`src/rtl/tenure_pkg.sv`:
```
package tenure_pkg;
   typedef enum logic [1:0] {
      SLOT_FREE = 2'd0,
      SLOT_ADDR = 2'd1,
      SLOT_DATA = 2'd2
   } slot_t;
endpackage

```
`src/rtl/coh_track.sv`:
```
module coh_track
   import tenure_pkg::*;
#(
   parameter int ADDR_W   = 32,
   parameter int LINE_OFS = 5
) (
   input  logic              clk,
   input  logic              rst_n,
   input  logic              rd_issue,
   input  logic [ADDR_W-1:0] rd_addr,
   input  logic              snp_hitm,
   input  logic [ADDR_W-1:0] snp_addr,
   input  logic              push_aack,
   input  logic              ld_done,
   input  logic              st_done,
   output logic              rd_pending,
   output logic              artry_out,
   output logic              push_req,
   output logic [ADDR_W-1:0] push_addr,
   output logic              wr_queued
);
   localparam int TAG_W = ADDR_W - LINE_OFS;

   logic [ADDR_W-1:0] rd_addr_q;
   logic [ADDR_W-1:0] push_addr_q;
   logic              rd_pend_q;
   logic              artry_q;
   logic              line_eq;
   slot_t             slot_q;

   generate
      if (LINE_OFS == 0) begin : g_full_cmp
         assign line_eq = (snp_addr == rd_addr_q);
      end else begin : g_line_cmp
         logic [TAG_W-1:0] snp_tag, rd_tag;
         assign snp_tag = snp_addr[ADDR_W-1:LINE_OFS];
         assign rd_tag  = rd_addr_q[ADDR_W-1:LINE_OFS];
         assign line_eq = (snp_tag == rd_tag);
      end
   endgenerate

   logic collide, slot_full, accept;
   assign collide   = snp_hitm && rd_pend_q && line_eq;
   assign slot_full = snp_hitm && !collide && (slot_q != SLOT_FREE);
   assign accept    = snp_hitm && !collide && (slot_q == SLOT_FREE);

   always_ff @(posedge clk) begin
      if (!rst_n) begin
         rd_pend_q   <= 1'b0;
         rd_addr_q   <= '0;
         artry_q     <= 1'b0;
         slot_q      <= SLOT_FREE;
         push_addr_q <= '0;
      end else begin
         artry_q <= collide || slot_full;
         if (ld_done) begin
            rd_pend_q <= 1'b0;
         end else if (rd_issue && !rd_pend_q) begin
            rd_pend_q <= 1'b1;
            rd_addr_q <= rd_addr;
         end
         unique case (slot_q)
            SLOT_FREE: if (accept) begin
               slot_q      <= SLOT_ADDR;
               push_addr_q <= snp_addr;
            end
            SLOT_ADDR: if (push_aack) slot_q <= SLOT_DATA;
            SLOT_DATA: if (st_done)   slot_q <= SLOT_FREE;
            default:   slot_q <= SLOT_FREE;
         endcase
      end
   end

   assign rd_pending = rd_pend_q;
   assign artry_out  = artry_q;
   assign push_req   = (slot_q == SLOT_ADDR);
   assign push_addr  = push_addr_q;
   assign wr_queued  = (slot_q == SLOT_DATA);
endmodule

```
`src/rtl/dten_arb.sv`:
```
module dten_arb #(
   parameter int BEATS = 4
) (
   input  logic clk,
   input  logic rst_n,
   input  logic bus_grant,
   input  logic wr_only,
   input  logic rd_pending,
   input  logic wr_queued,
   output logic dten_busy,
   output logic dten_store,
   output logic ld_done,
   output logic st_done
);
   localparam int CNT_W = (BEATS > 1) ? $clog2(BEATS) : 1;

   initial begin
      if (BEATS < 1) $fatal(1, "dten_arb: BEATS must be at least 1");
   end

   logic busy_q, store_q, last;
   logic take, pick_store;

   assign take       = bus_grant && !busy_q && (rd_pending || wr_queued);
   assign pick_store = wr_queued && (wr_only || !rd_pending);

   generate
      if (BEATS == 1) begin : g_single
         assign last = busy_q;
      end else begin : g_count
         logic [CNT_W-1:0] cnt_q;
         always_ff @(posedge clk) begin
            if (!rst_n)    cnt_q <= '0;
            else if (take) cnt_q <= '0;
            else if (busy_q) cnt_q <= cnt_q + 1'b1;
         end
         assign last = busy_q && (cnt_q == CNT_W'(BEATS - 1));
      end
   endgenerate

   always_ff @(posedge clk) begin
      if (!rst_n) begin
         busy_q  <= 1'b0;
         store_q <= 1'b0;
      end else if (take) begin
         busy_q  <= 1'b1;
         store_q <= pick_store;
      end else if (last) begin
         busy_q  <= 1'b0;
         store_q <= 1'b0;
      end
   end

   assign dten_busy  = busy_q;
   assign dten_store = store_q;
   assign ld_done    = last && !store_q;
   assign st_done    = last && store_q;
endmodule

```
`src/rtl/push_tenure_sel.sv`:
```
module push_tenure_sel #(
   parameter int ADDR_W   = 32,
   parameter int LINE_OFS = 5,
   parameter int BEATS    = 4
) (
   input  logic              clk,
   input  logic              rst_n,
   input  logic              rd_issue,
   input  logic [ADDR_W-1:0] rd_addr,
   input  logic              snp_hitm,
   input  logic [ADDR_W-1:0] snp_addr,
   input  logic              push_aack,
   input  logic              bus_grant,
   input  logic              wr_only,
   output logic              artry_out,
   output logic              push_req,
   output logic [ADDR_W-1:0] push_addr,
   output logic              rd_pending,
   output logic              dten_busy,
   output logic              dten_store
);
   initial begin
      if (LINE_OFS < 0 || LINE_OFS >= ADDR_W)
         $fatal(1, "push_tenure_sel: LINE_OFS out of range");
   end

   logic wr_queued, ld_done, st_done;

   coh_track #(.ADDR_W(ADDR_W), .LINE_OFS(LINE_OFS)) u_track (
      .clk        (clk),
      .rst_n      (rst_n),
      .rd_issue   (rd_issue),
      .rd_addr    (rd_addr),
      .snp_hitm   (snp_hitm),
      .snp_addr   (snp_addr),
      .push_aack  (push_aack),
      .ld_done    (ld_done),
      .st_done    (st_done),
      .rd_pending (rd_pending),
      .artry_out  (artry_out),
      .push_req   (push_req),
      .push_addr  (push_addr),
      .wr_queued  (wr_queued)
   );

   dten_arb #(.BEATS(BEATS)) u_arb (
      .clk        (clk),
      .rst_n      (rst_n),
      .bus_grant  (bus_grant),
      .wr_only    (wr_only),
      .rd_pending (rd_pending),
      .wr_queued  (wr_queued),
      .dten_busy  (dten_busy),
      .dten_store (dten_store),
      .ld_done    (ld_done),
      .st_done    (st_done)
   );
endmodule

```
`config.mk`:
```
export PLATFORM = sky130hd
export DESIGN_NAME = push_tenure_sel
export DESIGN_NICKNAME = d
export VERILOG_FILES = /design/src/rtl/tenure_pkg.sv /design/src/rtl/coh_track.sv /design/src/rtl/dten_arb.sv /design/src/rtl/push_tenure_sel.sv
export SDC_FILE = /design/constraint.sdc
export NUM_CORES = 1
export LEC_CHECK = 0
export ABC_AREA = 1
export BUFFER_PORTS_ARGS = -buffer_cell sky130_fd_sc_hd__clkbuf_2
export CORE_ASPECT_RATIO = 2
export CORE_UTILIZATION = 50
export CTS_BUF_LIST = sky130_fd_sc_hd__clkbuf_16
export CTS_CLUSTER_DIAMETER = 60
export CTS_CLUSTER_SIZE = 30
export DETAILED_ROUTE_END_ITERATION = 8
export GPL_TIMING_DRIVEN = 0
export PLACE_DENSITY = 0.8
export SKIP_CTS_REPAIR_TIMING = 1
export SLEW_MARGIN = 20
export SYNTH_ARGS = -nofsm -noshare
export SYNTH_HDL_FRONTEND = slang
export SYNTH_SLANG_ARGS = --single-unit
```
`constraint.sdc`:
```
create_clock -name clk -period 1.61 [get_ports clk]
set_input_delay 0.322 -clock clk [delete_from_list [all_inputs] [get_ports clk]]
set_output_delay 0.322 -clock clk [all_outputs]
set_load 0.005 [all_outputs]
```
==> impl_metrics.ini <==
[route]
drtIter0Drc = 110
drcViolationCount = 0
wl_per_cell_um = 11.7
dr.pass1.iters = 4
vias = 3222
vias_per_cell = 4.72
routed_wl_mm = 7.99
final_antenna_net_count = 0

[sta]
fin_setup_tns_ps = 0
grt_setup_unrepaired = yes
drv_slew = 0
fin_crit_ps = 1530
skew_ps = 4.83
final-setup-viol-count = 0
max_freq_mhz = 652
fin_crit_sh_pct = 95.2
relSlewSlack_pct = 65.6
worstMarginPinSlew_ps = 516
holdWs_ps = 221
finalHoldViolations = 0

[synthesis]
synth_seq_cells = 67
syn-num-nets = 550
yosysTopAreaCellShare_pct = 42.6
synth_cell_types = 22
synth_area_um2 = 3150
ys_seq_area_share_pct = 42.6
yosysTopAreaCell = dfxtp_1
yosysWarnings = 0
yosys-top-cells-area = dfxtp_1 43%, nand2_1 13%, nor2_1 12%
syn_inst = 478
avgSynthCellArea_um2 = 6.59

[clock_network]
cts_root_buffer = clkbuf_16
numCtsBuffers = 9
clock_latency_ps = 330
cts_max_path_buffers = 2
tritoncts_num_sinks = 67
cts_tree = yes
htree_levels = 3
clkTransAtPathRegs_ps = 50

[worst_hold_path]
min_path_type = input port to flip-flop
min_from = rd_addr[5]
min_to = u_track.rd_addr_q[5]
holdPathStages = 3

[setup_path]
timing.rr.start = u_track.rd_addr_q[24]
cp-start-kind = flip-flop
worstRegToRegCells = 12
r2r-end = u_track.push_addr[17]
arrival_ps = 1760
path_class = flip-flop to flip-flop
critPathMaxFanout = 10
endpoint_kind = flip-flop
rrSetupSlack_ps = 80
cp.required_ps = 1840

[finish]
final_util_pct = 67.9
diodes = 0
final_cell_area_um2 = 4110
nets = 665
syn_to_final_growth_pct = 30.6
drive_above_1_share_pct = 26.1

[grt]
grt_pass1_vias = 3038
antenna_found_initial = 0
grt_usage_pct = 26.3
grt_pass1_wl_mm = 13.1
grt_max_degree = 13
grt-ovfl-total = 0

[place]
post-dp-hpwl_mm = 6.47
dpl_cell_area_um2 = 3760
gp_congestion = 0.856
placement.io_buffers = 101

[power_and_ir_drop]
total_power_mw = 4.39
peakVddDrop_v = 0.000779
p_per_area_nw_per_um2 = 1070
p_leak_nw = 2.17

[die]
dieWidth_um = 58.1
die_y_um = 114
fp.dieArea_um2 = 6640
boundaryPins = 108
start_util_pct = 52.0
fp.coreArea_um2 = 6060
num_rows = 40

[status]
status = finished, final reports clean

[job]
cap_violations = 0
where the power goes:
group | internal (mW) | total [mW] | switching, mW
clock | 1.03 | 1.74 | 0.712
combinational | 0.336 | 0.756 | 0.420
sequential | 1.81 | 1.90 | 0.0863
total | 3.18 | 4.39 | 1.22
Yosys cell counts (all sizes together):
cell,number
ha,1
o21ai,28
dfxtp,67
buf,16
a211oi,1
nand4,1
a21oi,25
inv,68
xnor2,10
nand3,37
clkbuf,4
a31oi,1
o211ai,1
nor2,107
nand2,110
or2,1
logic make-up after synthesis:
logic type	count (synthesis)	synth area share (%)
AOI/OAI and AO/OA	56	9.10
xor gates and xnor gates	10	2.78
adders and majority gates	1	0.397
buffers and inverters	88	12.5
DFF	67	42.6
and+or+nand+nor	256	32.6
state kept, by name, summed over array words and instances (netlist names):
signal,flops
u_track.push_addr,32
u_track.rd_addr_q,27
u_arb.g_count.cnt_q,2
u_track.slot_q,2
u_arb.dten_busy,1
u_arb.dten_store,1
u_track.artry_out,1
u_track.rd_pending,1
cells in the final DEF, fill, tap and decap left out:
cell type	count
a21oi_1	25
dfxtp_2	4
clkinvlp_4	4
ha_1	1
nand3_1	37
inv_2	1
clkbuf_16	9
clkbuf_4	1
nand2_1	109
o21ai_0	27
o21ai_1	1
clkbuf_1	3
dfxtp_1	63
buf_1	1
buf_4	10
buf_6	7
nor2_2	10
nor2_1	94
a211oi_1	1
inv_1	67
or2_2	1
nand4_1	1
nand2_2	1
a31oi_1	1
xnor2_1	10
clkbuf_2	102
o211ai_1	1
clkinv_2	3
nor2_4	3
worst max path at each step:
stage,from,to,slack [ps],depth (start not counted)
floorplan,u_arb.g_count.cnt_q[0],u_track.rd_addr_q[10],180,8
global placement,snp_addr[7],u_track.push_addr[26],-40,13
detailed placement,u_arb.g_count.cnt_q[0],u_track.rd_addr_q[10],-120,8
CTS,u_arb.g_count.cnt_q[0],u_track.rd_addr_q[10],-140,8
global route,u_track.rd_addr_q[28],u_track.push_addr[10],-50,12
finish,u_track.rd_addr_q[24],u_track.push_addr[17],80,12
per-layer routing:
metal	routed length, um	GRT usage, %
met2	4390	47.4
met1	3010	27.5
met3	282	5.76
met4	298	14.1
met5	0	0
stage by stage:
| stage | cells | worst slack [ps] |
|---|---|---|
| 6_report | 682 | 77.0 |
| 3_5_place_dp | 663 | -124 |
| 4_1_cts | 679 | -137 |
| 3_3_place_gp | 663 | -42.1 |
| 2_1_floorplan | 478 | 178 |
| 5_1_grt | 682 | -51.4 |
critical path, stage by stage, from the launching register on:
cell and delay, ps:
dfxtp_1 330, inv_1 60, nand2_1 100, nand2_1 70, nor2_1 80, nand2_1 60
nor2_1 100, nand2_1 90, nor2_2 150, nor2_4 70, buf_4 170, nor2_1 100
nor2_1 50
final cells by class:
cell class              count  area [um2]
fillers                   576        1940
multi-input cells         323        1450
flip-flops and latches     67        1350
repair buffers            104         528
inverters                  68         255
clock buffers               9         225
plain buffers              20         159
well taps                  84         105
clock inverters             7        45.0
Note: power is estimated with default switching activity, not from simulation.
